===== config.mk =====
export PLATFORM = sky130hd
export DESIGN_NAME = tcm_engine
export DESIGN_NICKNAME = d
export VERILOG_FILES = /design/src/rtl/tcm_pkg.sv /design/src/rtl/tcm_prog_mem.sv /design/src/rtl/tcm_counter_bank.sv /design/src/rtl/tcm_seq.sv /design/src/rtl/tcm_engine.sv
export SDC_FILE = /design/constraint.sdc
export NUM_CORES = 1
export LEC_CHECK = 0
export BUFFER_PORTS_ARGS = -buffer_cell sky130_fd_sc_hd__buf_2
export CORE_MARGIN = 2
export CORE_UTILIZATION = 64
export CTS_BUF_LIST = sky130_fd_sc_hd__clkbuf_16
export DETAILED_ROUTE_END_ITERATION = 10
export PLACE_DENSITY = 0.94
export RECOVER_POWER = 100
export SLEW_MARGIN = 10
export SYNTH_ARGS = -nofsm -noshare
export SYNTH_HDL_FRONTEND = slang
export SYNTH_SLANG_ARGS = --single-unit

===== constraint.sdc =====
create_clock -name clk -period 11.5 [get_ports clk]
set_input_delay 1.725 -clock clk [delete_from_list [all_inputs] [get_ports clk]]
set_output_delay 1.725 -clock clk [all_outputs]
set_load 0.01 [all_outputs]

===== src/rtl/tcm_pkg.sv =====
package tcm_pkg;

   typedef enum logic [1:0] {
      OP_TST0   = 2'd0,
      OP_TST1   = 2'd1,
      OP_TST2   = 2'd2,
      OP_BUMPALL = 2'd3
   } tcm_op_e;

   localparam int NUM_CNT = 3;

endpackage


===== src/rtl/tcm_prog_mem.sv =====
module tcm_prog_mem #(
   parameter int DEPTH  = 12,
   parameter int ST_W   = 4,
   parameter int WORD_W = 6
) (
   input  logic              clk,
   input  logic              wr_en,
   input  logic [ST_W-1:0]   wr_addr,
   input  logic [WORD_W-1:0] wr_data,
   input  logic [ST_W-1:0]   rd_addr,
   output logic [WORD_W-1:0] rd_data
);

   // Table storage has no reset: contents survive a reset of the engine.
   logic [WORD_W-1:0] mem [DEPTH];

   localparam int PADDED = 1 << ST_W;

   always_ff @(posedge clk) begin
      if (wr_en && (int'(wr_addr) < DEPTH)) begin
         mem[wr_addr] <= wr_data;
      end
   end

   generate
      if (PADDED == DEPTH) begin : g_full
         assign rd_data = mem[rd_addr];
      end else begin : g_partial
         always_comb begin
            rd_data = '0;
            for (int i = 0; i < DEPTH; i++) begin
               if (int'(rd_addr) == i) rd_data = mem[i];
            end
         end
      end
   endgenerate

endmodule


===== src/rtl/tcm_counter_bank.sv =====
module tcm_counter_bank #(
   parameter int CNT_W = 8
) (
   input  logic             clk,
   input  logic             rst,
   input  logic             inc_all,
   input  logic [2:0]       dec_vec,
   input  logic [2:0]       ld_vec,
   input  logic [CNT_W-1:0] ld_val,
   output logic [CNT_W-1:0] cnt [3],
   output logic [2:0]       is_zero,
   output logic [2:0]       is_max
);

   localparam logic [CNT_W-1:0] CNT_MAX = {CNT_W{1'b1}};

   for (genvar g = 0; g < tcm_pkg::NUM_CNT; g++) begin : g_lane
      logic [CNT_W-1:0] val_q;

      always_ff @(posedge clk) begin
         if (rst) begin
            val_q <= '0;
         end else if (ld_vec[g]) begin
            val_q <= ld_val;
         end else if (inc_all) begin
            val_q <= val_q + 1'b1;
         end else if (dec_vec[g]) begin
            val_q <= val_q - 1'b1;
         end
      end

      assign cnt[g]     = val_q;
      assign is_zero[g] = (val_q == '0);
      assign is_max[g]  = (val_q == CNT_MAX);

      // a decrement is only ever requested on a nonzero lane
      a_r2_dec_nonzero: assert property (@(posedge clk) disable iff (rst)
         dec_vec[g] |-> (val_q != '0));
      // an increment is only ever requested below the limit
      a_r7_no_wrap: assert property (@(posedge clk) disable iff (rst)
         inc_all |-> (val_q != CNT_MAX));
   end

   // at most one lane decrements, never together with an increment
   a_r2_single_dec: assert property (@(posedge clk) disable iff (rst)
      $onehot0(dec_vec) && !(inc_all && (dec_vec != 3'b000)));

endmodule


===== src/rtl/tcm_seq.sv =====
module tcm_seq #(
   parameter int DEPTH  = 12,
   parameter int ST_W   = 4,
   parameter int WORD_W = 6
) (
   input  logic              clk,
   input  logic              rst,
   input  logic              start,
   input  logic [WORD_W-1:0] word,
   input  logic [2:0]        is_zero,
   input  logic [2:0]        is_max,
   output logic [ST_W-1:0]   state,
   output logic              busy,
   output logic              done,
   output logic              err_ovf,
   output logic              err_range,
   output logic              inc_all,
   output logic [2:0]        dec_vec
);
   import tcm_pkg::*;

   tcm_op_e           op;
   logic [ST_W-1:0]   tgt;
   logic [ST_W:0]     nxt;
   logic              sel_zero;
   logic              ovf_hit;
   logic              rng_hit;
   logic              commit;

   assign op  = tcm_op_e'(word[1:0]);
   assign tgt = word[WORD_W-1:2];

   always_comb begin
      sel_zero = 1'b0;
      case (op)
         OP_TST0: sel_zero = is_zero[0];
         OP_TST1: sel_zero = is_zero[1];
         OP_TST2: sel_zero = is_zero[2];
         default: sel_zero = 1'b0;
      endcase
   end

   assign nxt     = (op != OP_BUMPALL && sel_zero) ? ({1'b0, tgt} + 1'b1) : {1'b0, tgt};
   assign ovf_hit = busy && (op == OP_BUMPALL) && (is_max != 3'b000);
   assign rng_hit = busy && (int'(nxt) >= DEPTH);
   assign commit  = busy && !ovf_hit && !rng_hit;

   always_comb begin
      inc_all = 1'b0;
      dec_vec = 3'b000;
      if (commit) begin
         if (op == OP_BUMPALL) begin
            inc_all = 1'b1;
         end else if (!sel_zero) begin
            dec_vec[op] = 1'b1;
         end
      end
   end

   always_ff @(posedge clk) begin
      if (rst) begin
         state     <= '0;
         busy      <= 1'b0;
         done      <= 1'b0;
         err_ovf   <= 1'b0;
         err_range <= 1'b0;
      end else if (busy) begin
         if (ovf_hit)   err_ovf   <= 1'b1;
         if (rng_hit)   err_range <= 1'b1;
         if (!commit) begin
            busy <= 1'b0;
         end else begin
            state <= nxt[ST_W-1:0];
            if (nxt == '0) begin
               busy <= 1'b0;
               done <= 1'b1;
            end
         end
      end else if (start && !err_ovf && !err_range) begin
         state <= ST_W'(1);
         busy  <= 1'b1;
         done  <= 1'b0;
      end
   end

   // running and halted are never reported together
   a_r5_busy_done_excl: assert property (@(posedge clk) disable iff (rst)
      !(busy && done));
   // a running engine never sits in the halt state
   a_r5_run_not_halt: assert property (@(posedge clk) disable iff (rst)
      busy |-> (state != '0));
   // overflow flag is sticky
   a_r7_ovf_sticky: assert property (@(posedge clk) disable iff (rst)
      err_ovf |=> err_ovf);
   // range flag is sticky
   a_r8_range_sticky: assert property (@(posedge clk) disable iff (rst)
      err_range |=> err_range);
   // no run starts while an error is pending
   a_r9_err_blocks: assert property (@(posedge clk) disable iff (rst)
      (!busy && (err_ovf || err_range)) |=> !busy);
   // the state register always indexes inside the table
   a_r8_state_inside: assert property (@(posedge clk) disable iff (rst)
      int'(state) < DEPTH);

endmodule


===== src/rtl/tcm_engine.sv =====
module tcm_engine #(
   parameter int CNT_W  = 8,
   parameter int DEPTH  = 12,
   localparam int ST_W   = (DEPTH > 2) ? $clog2(DEPTH) : 1,
   localparam int WORD_W = ST_W + 2
) (
   input  logic              clk,
   input  logic              rst,
   input  logic              prog_we,
   input  logic [ST_W-1:0]   prog_addr,
   input  logic [WORD_W-1:0] prog_data,
   input  logic              ld_en,
   input  logic [1:0]        ld_sel,
   input  logic [CNT_W-1:0]  ld_val,
   input  logic              start,
   output logic              busy,
   output logic              done,
   output logic              err_ovf,
   output logic              err_range,
   output logic [CNT_W-1:0]  cnt0,
   output logic [CNT_W-1:0]  cnt1,
   output logic [CNT_W-1:0]  cnt2
);

   generate
      if (CNT_W < 1) begin : g_bad_width
         $error("tcm_engine: CNT_W must be at least 1");
      end
      if (DEPTH < 2) begin : g_bad_depth
         $error("tcm_engine: DEPTH must hold a halt state and a start state");
      end
   endgenerate

   logic [ST_W-1:0]   state;
   logic [WORD_W-1:0] word;
   logic [CNT_W-1:0]  cnt [3];
   logic [2:0]        is_zero;
   logic [2:0]        is_max;
   logic              inc_all;
   logic [2:0]        dec_vec;
   logic [2:0]        ld_vec;
   logic              idle;

   assign idle = !busy;

   always_comb begin
      ld_vec = 3'b000;
      if (ld_en && idle && ld_sel != 2'd3) ld_vec[ld_sel] = 1'b1;
   end

   tcm_prog_mem #(.DEPTH(DEPTH), .ST_W(ST_W), .WORD_W(WORD_W)) u_mem (
      .clk     (clk),
      .wr_en   (prog_we && idle),
      .wr_addr (prog_addr),
      .wr_data (prog_data),
      .rd_addr (state),
      .rd_data (word)
   );

   tcm_counter_bank #(.CNT_W(CNT_W)) u_bank (
      .clk     (clk),
      .rst     (rst),
      .inc_all (inc_all),
      .dec_vec (dec_vec),
      .ld_vec  (ld_vec),
      .ld_val  (ld_val),
      .cnt     (cnt),
      .is_zero (is_zero),
      .is_max  (is_max)
   );

   tcm_seq #(.DEPTH(DEPTH), .ST_W(ST_W), .WORD_W(WORD_W)) u_seq (
      .clk       (clk),
      .rst       (rst),
      .start     (start),
      .word      (word),
      .is_zero   (is_zero),
      .is_max    (is_max),
      .state     (state),
      .busy      (busy),
      .done      (done),
      .err_ovf   (err_ovf),
      .err_range (err_range),
      .inc_all   (inc_all),
      .dec_vec   (dec_vec)
   );

   assign cnt0 = cnt[0];
   assign cnt1 = cnt[1];
   assign cnt2 = cnt[2];

   // after halting the counters hold still until a load or a new run
   a_r5_done_freeze: assert property (@(posedge clk) disable iff (rst)
      (done && !ld_en && !start) |=> ($stable(cnt0) && $stable(cnt1) && $stable(cnt2)));
   // a committed bump raises every counter by exactly one
   a_r4_bump_all: assert property (@(posedge clk) disable iff (rst)
      (busy && word[1:0] == 2'd3 && is_max == 3'b000 && !err_range && int'(word[WORD_W-1:2]) < DEPTH)
      |=> (cnt0 == $past(cnt0) + 1'b1 && cnt1 == $past(cnt1) + 1'b1 && cnt2 == $past(cnt2) + 1'b1));
   // a test on a zero counter leaves all counters unchanged
   a_r3_zero_keeps: assert property (@(posedge clk) disable iff (rst)
      (busy && word[1:0] != 2'd3 && is_zero[word[1:0]])
      |=> ($stable(cnt0) && $stable(cnt1) && $stable(cnt2)));
   // loads issued while running do not reach the counters
   a_r6_busy_no_load: assert property (@(posedge clk) disable iff (rst)
      (busy && word[1:0] != 2'd3 && is_zero[word[1:0]] && ld_en) |=> $stable(cnt0));

endmodule


==> qor.csv, run 1 <==
metric,value,unit
antenna_found_initial,0,
slew_headroom,-39.5,%
yosys_warnings,0,
fp.dieW,98.5,um
cts-root-buf,clkbuf_16,
yosys.area.top_type_share,37.8,%
dp_hpwl,9350,um
num_vias,4382,
yosysUniqueCellTypes,75,
port_buffers,52,
whs_endpoint,u_seq.err_ovf,
cp-start-kind,flip-flop,
ys_seq_elements,104,
cp-end-kind,flip-flop,
p_leak,0.00214,uW
powerDensity,282,nW/um^2
fin_skew,0.00933,ns
worstHoldStart,u_seq.err_ovf,
ys.flop_type,edfxtp_1,
hold_viol,0,
cap_viol_max_count,1,
ir_drop,0.129,mV
clock_latency,0.35,ns
boundaryPins,53,
layout_commonest_cell,edfxtp_1,
dr.first_iter.drc_count,348,
holdBufCountCts,0,
grt_max_degree,49,
grt_first_pass_wirelength,21100,um
whs,0.496,ns
drt_wl_total,13200,um
crit_start,u_seq.state[1],
placementRows,34,
cp.arrival,7.46,ns
path_cells,clkbuf_1 -> mux2_1 -> nand3_1 -> o21ai_0 -> o31ai_1 -> o221ai_1 -> a41oi_1 -> a21o_1 -> nor2_1 -> nand2_1 -> ha_1 -> a21o_1 -> a21oi_1 -> o21bai_1 -> a21oi_1 -> o21ai_0 -> xnor2_1 -> or4_1 -> o2111ai_1 -> a31oi_1,
track_usage,27.8,%
cts_max_level,3,
synthCells,512,
cts_buffers,9,
die_y,98.5,um
fp.dieArea,9710,um^2
routedWlPerCell,19.7,um
r2r_start,u_seq.state[1],
vias_per_cell,6.55,
timing.rr.end,u_bank.g_lane[0].val_q[7],
fin_crit_sh,63.0,%
path_buf_inv,1,
synthesis.area,5720,um^2
cp_top_family,compound AO/OA/AOI/OAI gates,
final_cell_mix,"edfxtp_1 (72), nor2_1 (53), a21oi_1 (43)",
syn_to_final_growth,7.15,%
reg2reg_slack,4.25,ns
slew_viol_final,49,
grt_pass1_vias,4210,
postRouteAntennaNets,0,
first_pass_iters,5,
synth_edf_count,72,
cts_tree,done,
start_util,65.9,%
clkTransAtPathRegs,0.07,ns
cp_slowest_cell,clkbuf_1,
setup_viol,0,
antennaDiodeCount,0,
synth_top_area_cell,edfxtp_1,
required,11.71,ns
max_freq,0.138,GHz
cts_setup_buffers,0,
clkSinkCount,104,
outcome,"complete, but fails checks",
syn_nets,562,
postCtsResizedCells,0,
rsz0062_at_grt,false,
gp_congestion,0.965,
worstMarginPinSlew,2.09,ns
period_minus_slack,7.25,ns
crit_fanout,48,
drc,0,
layout.nets,606,
synthTopCellsByArea,"edfxtp_1 (38%), dfxtp_1 (11%), ha_1 (4.8%)",
worstHoldPathCells,2,
async_flop_share,0,%
gr-total-overflow,0,
clk_path_buf_depth,2,
criticalPathCategory,flip-flop to flip-flop,
cpPeakStageDelay,1.49,ns
reg2regPathDepth,20,
violations,"capacitance limit, slew limit",
postSynthAreaPerCell,11.2,um^2
min_path_type,flip-flop to flip-flop,
setup_tns,0,ns
design.core.area,8680,um^2
yosysSeqAreaShare,49.0,%
drive_above_1_share,9.63,%
-- logic make-up (layout without fill, tap and decap cells) --
| family | count (synthesis) | after routing | synth area share [%] |
|---|---|---|---|
| AND/OR/NAND/NOR | 171 | 171 | 15.8 |
| multiplexers | 19 | 19 | 4.13 |
| adder cells (fa/ha/maj) | 25 | 25 | 5.86 |
| XOR/XNOR | 23 | 23 | 3.52 |
| flip-flops | 104 | 104 | 49.0 |
| buffers and inverters | 33 | 82 | 3.43 |
| AO/OA/AOI/OAI | 137 | 137 | 18.2 |
-- per-stage QoR --
step                      setup WS (ns)  std cells  cell area (um^2)  util [%]  total power [uW]
final                              4.25        669              6130      70.6              1730
after global routing               3.60        669              6130      70.6              1850
after CTS                          5.91        669              6270      72.3              1780
after detailed placement           5.95        653              5980      68.9              1470
after global placement             6.19        653              5980      68.9              1420
after floorplan                    6.67        512              5720         -              1290
-- worst reg2reg max path: cells and delay by family, from the launching register on --
family / cells / cell delay (ns)
xor gates and xnor gates: 1 / 0.18
and+or+nand+nor: 4 / 1.30
adders and majority gates: 1 / 0.38
buffers and inverters: 1 / 1.49
muxes: 1 / 0.44
DFF: 1 / 0.31
AOI/OAI and AO/OA: 12 / 3.01
-- where the power goes --
part / switching [uW] / internal [uW]
logic: 527 / 388
registers: 67.7 / 447
clock network: 148 / 152
-- how the worst max path moves through the flow --
stage	end	slack, ns	depth (start not counted)
6_report	u_bank.g_lane[0].val_q[7]	4.25	20
5_1_grt	u_bank.g_lane[0].val_q[7]	3.60	20
4_1_cts	u_bank.g_lane[0].val_q[7]	5.91	21
3_5_place_dp	u_bank.g_lane[0].val_q[7]	5.95	21
3_3_place_gp	u_bank.g_lane[0].val_q[7]	6.19	21
2_1_floorplan	u_bank.g_lane[0].val_q[7]	6.67	24
-- routing by layer --
metal  vias to the layer above  GRT usage (%)  share of wire [%]
met3                        39           5.60                7.4
met1                      2100           34.6                 39
met2                       205           47.4                 50
li1                       2038              -                  -
met5                         -              0                  0
met4                         0           12.2                4.1
-- cell type report --
cell class	instances	area, um^2
inverters	11	41.3
repair buffers	55	236
clock inverters	7	63.8
well taps	108	135
flip-flops and latches	104	2800
multi-input cells	375	2630
fillers	631	2550
clock buffers	9	225
-- flip-flops by register name, indices dropped and copies added (netlist names) --
register and count:
u_bank.g_lane.val_q 24, u_seq.done 1, u_seq.busy 1, u_seq.err_range 1
u_seq.state 4, u_seq.err_ovf 1, u_mem.mem 72
-- synthesized netlist by cell type, types with 8 or more instances --
cell type  number
ha_1           22
mux2i_1         9
nor3_1         14
a21o_1          8
nand2b_1       12
clkbuf_1        8
a22oi_1         9
xnor2_1        13
xor2_1         10
o21ai_0        16
inv_1          11
nand3_1        10
nand2_1        28
a21oi_1        42
nor2_1         53
dfxtp_1        32
buf_6           8
edfxtp_1       72
No activity file was read; power rests on OpenSTA's default activity.
==> run 2, diff against run 1 <==
--- a/config.mk
+++ b/config.mk
@@ -7,10 +7,10 @@
 export LEC_CHECK = 0
 export BUFFER_PORTS_ARGS = -buffer_cell sky130_fd_sc_hd__buf_2
 export CORE_MARGIN = 2
-export CORE_UTILIZATION = 64
+export CORE_UTILIZATION = 54
 export CTS_BUF_LIST = sky130_fd_sc_hd__clkbuf_16
 export DETAILED_ROUTE_END_ITERATION = 10
-export PLACE_DENSITY = 0.94
+export PLACE_DENSITY = 0.85
 export RECOVER_POWER = 100
 export SLEW_MARGIN = 10
 export SYNTH_ARGS = -nofsm -noshare
==> constraint.sdc (replaced) <==
create_clock -name clk -period 6.1 [get_ports clk]
set_input_delay 0.915 -clock clk [delete_from_list [all_inputs] [get_ports clk]]
set_output_delay 0.915 -clock clk [all_outputs]
set_load 0.01 [all_outputs]
==> qor.csv, run 2 (synthesis gave the netlist of run 1 again) <==
metric,value,unit,change
worstHoldPathCells,2,,unchanged
grt_max_degree,38,,-22%
postCtsResizedCells,0,,unchanged
design.core.area,10300,um^2,+19%
cp-start-kind,flip-flop,,
cp.arrival,5.70,ns,-1.76 ns
p_clk_share,17.0,%,-0.3 points
worstMarginPinSlew,1.40,ns,-0.695 ns
cts-root-buf,clkbuf_16,,
cts_buffers,9,,unchanged
placementRows,37,,+8.8%
powerDensity,529,nW/um^2,+88%
gr-total-overflow,0,,unchanged
cts_tree,done,,
min_path_type,flip-flop to flip-flop,,
first_pass_iters,5,,unchanged
port_buffers,52,,unchanged
setup_tns,0,ns,unchanged
rsz0062_at_grt,false,,
largest_register_ffs,72,,unchanged
routedWlPerCell,19.1,um,-3.3%
clock_latency,0.35,ns,about the same
fin_cells,699,,+4.5%
whs_endpoint,u_seq.err_ovf,,
track_usage,24.4,%,-3.5 points
dp_cells,683,,+4.6%
clkSinkCount,104,,unchanged
worstHoldStart,u_seq.err_ovf,,
fin_skew,0.00789,ns,-0.00143 ns
setup_viol,0,,unchanged
p_comb_share,53.0,%,about the same
ir_drop,0.233,mV,+81%
start_util,55.4,%,-11 points
timing.rr.end,u_bank.g_lane[2].val_q[7],,
layout_commonest_cell,edfxtp_1,,
pwr-share-seq,30.0,%,+0.2 points
reg2regPathDepth,22,,+10%
die_y,107,um,+8.5%
grt_first_pass_wirelength,21500,um,+1.8%
drt_wl_total,13300,um,+1.1%
hold_viol,0,,unchanged
nFillCells,846,,+34%
p_leak,0.00216,uW,+1.1%
fin_crit_sh,89.5,%,+26 points
top_regs,"u_mem.mem: 72 flops, u_bank.g_lane.val_q: 24 flops, u_seq.state: 4 flops",,
whs,0.491,ns,-0.00517 ns
final_cell_mix,"edfxtp_1 (72), nor2_1 (53), a21oi_1 (42)",,
drive_above_1_share,11.0,%,+1.4 points
vias_per_cell,6.18,,-5.7%
criticalPathCategory,flip-flop to flip-flop,,
antenna_found_initial,0,,unchanged
outcome,completed,,
reg2reg_slack,0.64,ns,-3.61 ns
period_minus_slack,5.46,ns,-1.79 ns
switching_share,42.8,%,-0.091 points
clkTransAtPathRegs,0.07,ns,about the same
postRouteAntennaNets,0,,unchanged
cellInternalPower,1890,uW,+91%
num_vias,4318,,-1.5%
cts_max_level,3,,unchanged
slew_viol_final,0,,-100%
clk_path_buf_depth,2,,unchanged
cts_setup_buffers,0,,unchanged
drc,0,,unchanged
cap_viol_max_count,0,,-1
cp-end-kind,flip-flop,,
largest-register,u_mem.mem,,
antennaDiodeCount,0,,unchanged
boundaryPins,53,,unchanged
crit_fanout,19,,-60%
slew_headroom,6.06,%,+46 points
dr.first_iter.drc_count,294,,-16%
grt_pass1_vias,4264,,+1.3%
power,3300,uW,+91%
max_freq,0.183,GHz,+33%
dp_hpwl,9570,um,+2.4%
required,6.34,ns,-5.37 ns
holdBufCountCts,0,,unchanged
gp_congestion,0.883,,-8.4%
fp.dieW,107,um,+8.5%
syn_to_final_growth,8.95,%,
r2r_start,u_seq.state[1],,
fp.dieArea,11400,um^2,+18%
switching_power,1410,uW,+90%
layout.nets,608,,+0.33%
[run 2: final cells by class]
class	instances	area, um^2	area share, %
tap	136	170	2.73
sequential	104	2800	45.0
clock buffer	9	225	3.61
clock inverter	7	61.3	0.984
inverter	11	41.3	0.663
timing repair buffer	57	255	4.10
multi-input combinational	375	2680	42.9
[run 2: critical path: stages (launching register included)]
cell	delay (ns)
dfxtp_1	0.70
buf_4	0.34
mux2i_1	0.10
o221a_1	0.25
o32a_1	0.37
o21ai_4	0.24
ha_1	0.24
or3b_1	0.12
o21ai_0	0.11
a21o_1	0.22
nor2_1	0.19
nand2_1	0.30
buf_4	0.32
ha_1	0.29
a21o_1	0.17
a21oi_1	0.24
o21bai_1	0.09
a21oi_1	0.23
o21bai_1	0.09
a21oi_1	0.20
xor2_1	0.20
nand3_1	0.09
o211a_1	0.21
[run 2: power by group through the flow]
stage / Sequential [uW] / Clock (uW) / Combinational [uW]
2_1_floorplan: 982 / 0 / 1450
3_3_place_gp: 995 / 0 / 1720
3_5_place_dp: 1000 / 0 / 1780
4_1_cts: 986 / 570 / 1790
5_1_grt: 1010 / 596 / 1940
6_report: 991 / 561 / 1750
[run 2: per-layer routing]
layer | routed length (um) | part of all wire [%] | global-route usage [%] | vias to the layer above
li1 | - | - | - | 2038
met1 | 5300 | 40 | 30.0 | 2049
met2 | 6730 | 50 | 42.6 | 198
met3 | 937 | 7.0 | 4.68 | 33
met4 | 371 | 2.8 | 8.81 | 0
met5 | 0 | 0 | 0 | -
[run 2: through the flow]
| stage | util, % | setup slack, ns | area, um^2 |
|---|---|---|---|
| 4_1_cts | 61.2 | 0.691 | 6320 |
| 6_report | 60.4 | 0.642 | 6230 |
| 5_1_grt | 60.4 | 0.187 | 6230 |
| 3_5_place_dp | 58.4 | 0.711 | 6030 |
| 2_1_floorplan | - | 1.27 | 5720 |
| 3_3_place_gp | 58.4 | 0.991 | 6030 |
[run 2: how the worst max path moves through the flow]
stage / start / end / depth (start not counted)
after CTS: u_seq.state[1] / u_bank.g_lane[2].val_q[7] / 22
after global routing: u_seq.state[1] / u_bank.g_lane[2].val_q[7] / 22
after detailed placement: u_seq.state[1] / u_bank.g_lane[2].val_q[7] / 22
after global placement: u_seq.state[1] / u_bank.g_lane[1].val_q[7] / 22
final: u_seq.state[1] / u_bank.g_lane[2].val_q[7] / 22
after floorplan: u_seq.state[1] / u_bank.g_lane[0].val_q[7] / 24
==> run 3, diff against run 2 <==
--- a/config.mk
+++ b/config.mk
@@ -10,7 +10,7 @@
 export CORE_UTILIZATION = 54
 export CTS_BUF_LIST = sky130_fd_sc_hd__clkbuf_16
 export DETAILED_ROUTE_END_ITERATION = 10
-export PLACE_DENSITY = 0.85
+export PLACE_DENSITY = 0.75
 export RECOVER_POWER = 100
 export SLEW_MARGIN = 10
 export SYNTH_ARGS = -nofsm -noshare
==> qor.csv, run 3 (synthesis gave the netlist of run 1 again) <==
metric,value,unit,change
drt_wl_total,12700,um,-4.8%
worstMarginPinSlew,1.53,ns,+0.130 ns
powerDensity,526,nW/um^2,-0.66%
cp-end-kind,flip-flop,,
track_usage,23.0,%,-1.4 points
grt_pass1_vias,4131,,-3.1%
port_buffers,52,,unchanged
seq_area,2800,um^2,unchanged
vias_per_cell,6.11,,-1.1%
placementRows,37,,unchanged
min_path_type,flip-flop to flip-flop,,
slew_viol_final,16,,+16
max_freq,0.191,GHz,+4.1%
setup_tns,0,ns,unchanged
final_cell_mix,"edfxtp_1 (72), nor2_1 (53), a21oi_1 (42)",,
top_regs,"u_mem.mem: 72 flops, u_bank.g_lane.val_q: 24 flops, u_seq.state: 4 flops",,
reg2reg_slack,0.85,ns,+0.21 ns
grt_max_degree,49,,+29%
p_leak,0.00216,uW,about the same
gp_congestion,0.943,,+6.8%
largest_register_ffs,72,,unchanged
fp.dieW,107,um,unchanged
cts_tree,done,,
cp-start-kind,flip-flop,,
clock_latency,0.34,ns,about the same
ir_drop,0.198,mV,-15%
crit_fanout,16,,-3
required,6.39,ns,+0.05 ns
cap_viol_max_count,1,,+1
routedWlPerCell,18.2,um,-4.8%
largest-register,u_mem.mem,,
fin_skew,0.00747,ns,-0.000420 ns
grt_first_pass_wirelength,20400,um,-5.3%
violations,"capacitance limit, slew limit",,
design.core.area,10300,um^2,unchanged
setup_viol,0,,unchanged
fin_crit_sh,86.0,%,-3.5 points
rsz0062_at_grt,false,,
num_vias,4272,,-1.1%
boundaryPins,53,,unchanged
gr-total-overflow,0,,unchanged
drive_above_1_share,11.2,%,+0.18 points
start_util,55.4,%,unchanged
cp.arrival,5.53,ns,-0.17 ns
clkSinkCount,104,,unchanged
die_y,107,um,unchanged
criticalPathCategory,flip-flop to flip-flop,,
postCtsResizedCells,0,,unchanged
clk_path_buf_depth,2,,unchanged
postLayoutCoreUtil,60.5,%,+0.13 points
dr.first_iter.drc_count,342,,+16%
syn_to_final_growth,9.19,%,
fp.dieArea,11400,um^2,unchanged
layout_commonest_cell,edfxtp_1,,
antenna_found_initial,0,,unchanged
cts-root-buf,clkbuf_16,,
drc,0,,unchanged
period_minus_slack,5.25,ns,-0.213 ns
layout.nets,608,,unchanged
holdBufCountCts,0,,unchanged
postRouteAntennaNets,0,,unchanged
multi_input_area,2680,um^2,+0.23%
first_pass_iters,5,,unchanged
slew_headroom,-2.68,%,-8.7 points
hold_viol,0,,unchanged
cts_setup_buffers,0,,unchanged
antennaDiodeCount,0,,unchanged
nFillCells,863,,+2.0%
cts_max_level,3,,unchanged
outcome,"complete, but fails checks",,
clkTransAtPathRegs,0.07,ns,about the same
dp_hpwl,9270,um,-3.1%
cts_buffers,9,,unchanged
[run 3: changes by cell type in the layout (fill, tap and decap cells not counted), sizes merged]
| cell | before | now |
|---|---|---|
| clkinvlp | 0 | 1 |
| inv | 16 | 15 |
[run 3: per-stage QoR]
step | hold WS [ns] | instances | area [um^2] | setup WS [ns] | power [uW]
2_1_floorplan | 0.510 | 512 | 5720 | 1.27 | 2430
3_3_place_gp | 0.485 | 683 | 6050 | 1.06 | 2730
3_5_place_dp | 0.496 | 683 | 6050 | 0.888 | 2780
4_1_cts | 0.515 | 699 | 6330 | 0.819 | 3330
5_1_grt | 0.547 | 699 | 6250 | 0.234 | 3530
6_report | 0.516 | 699 | 6250 | 0.854 | 3280
[run 3: path summary, 6_finish.rpt]
check | from | to | cells after the start
worst max-delay path | u_seq.state[3] | u_bank.g_lane[2].val_q[7] | 20
worst min-delay path | u_bank.g_lane[2].val_q[3] | u_bank.g_lane[2].val_q[3] | 2
worst max register to register | u_seq.state[3] | u_bank.g_lane[2].val_q[7] | 20
worst min register to register | u_bank.g_lane[2].val_q[3] | u_bank.g_lane[2].val_q[3] | 2
[run 3: metal layers]
layer | vias to the layer above | track usage, % | wire length [um]
li1 | 2042 | - | -
met4 | 0 | 9.18 | 285
met2 | 134 | 39.0 | 6440
met1 | 2073 | 30.0 | 5320
met5 | - | 0 | 0
met3 | 23 | 2.92 | 655
[run 3: layout make-up]
class,instances,area share (%)
Sequential cell,104,44.9
Multi-Input combinational cell,375,42.9
Timing Repair Buffer,57,4.29
Clock buffer,9,3.61
Tap cell,136,2.72
Clock inverter,7,0.901
Inverter,11,0.661
[run 3: report_power, final]
group / switching [uW] / internal, uW / total [uW]
logic: 992 / 767 / 1760
clock network: 262 / 283 / 544
registers: 138 / 843 / 982
total: 1390 / 1890 / 3280
[run 3: worst max-delay path, stage by stage, from the launching register on]
cell	delay [ns]
dfxtp_1	0.60
nor2b_1	0.52
nand2_1	0.15
a21oi_1	0.27
o221ai_1	0.29
o21ai_4	0.31
a41oi_4	0.19
a21o_1	0.23
nor2_1	0.17
nand2_1	0.28
buf_4	0.32
ha_1	0.30
a21o_1	0.18
a21oi_1	0.22
o21bai_1	0.09
a21oi_1	0.25
o21bai_1	0.09
a21oi_1	0.18
xor2_1	0.20
a2bb2oi_1	0.20
o211a_1	0.17
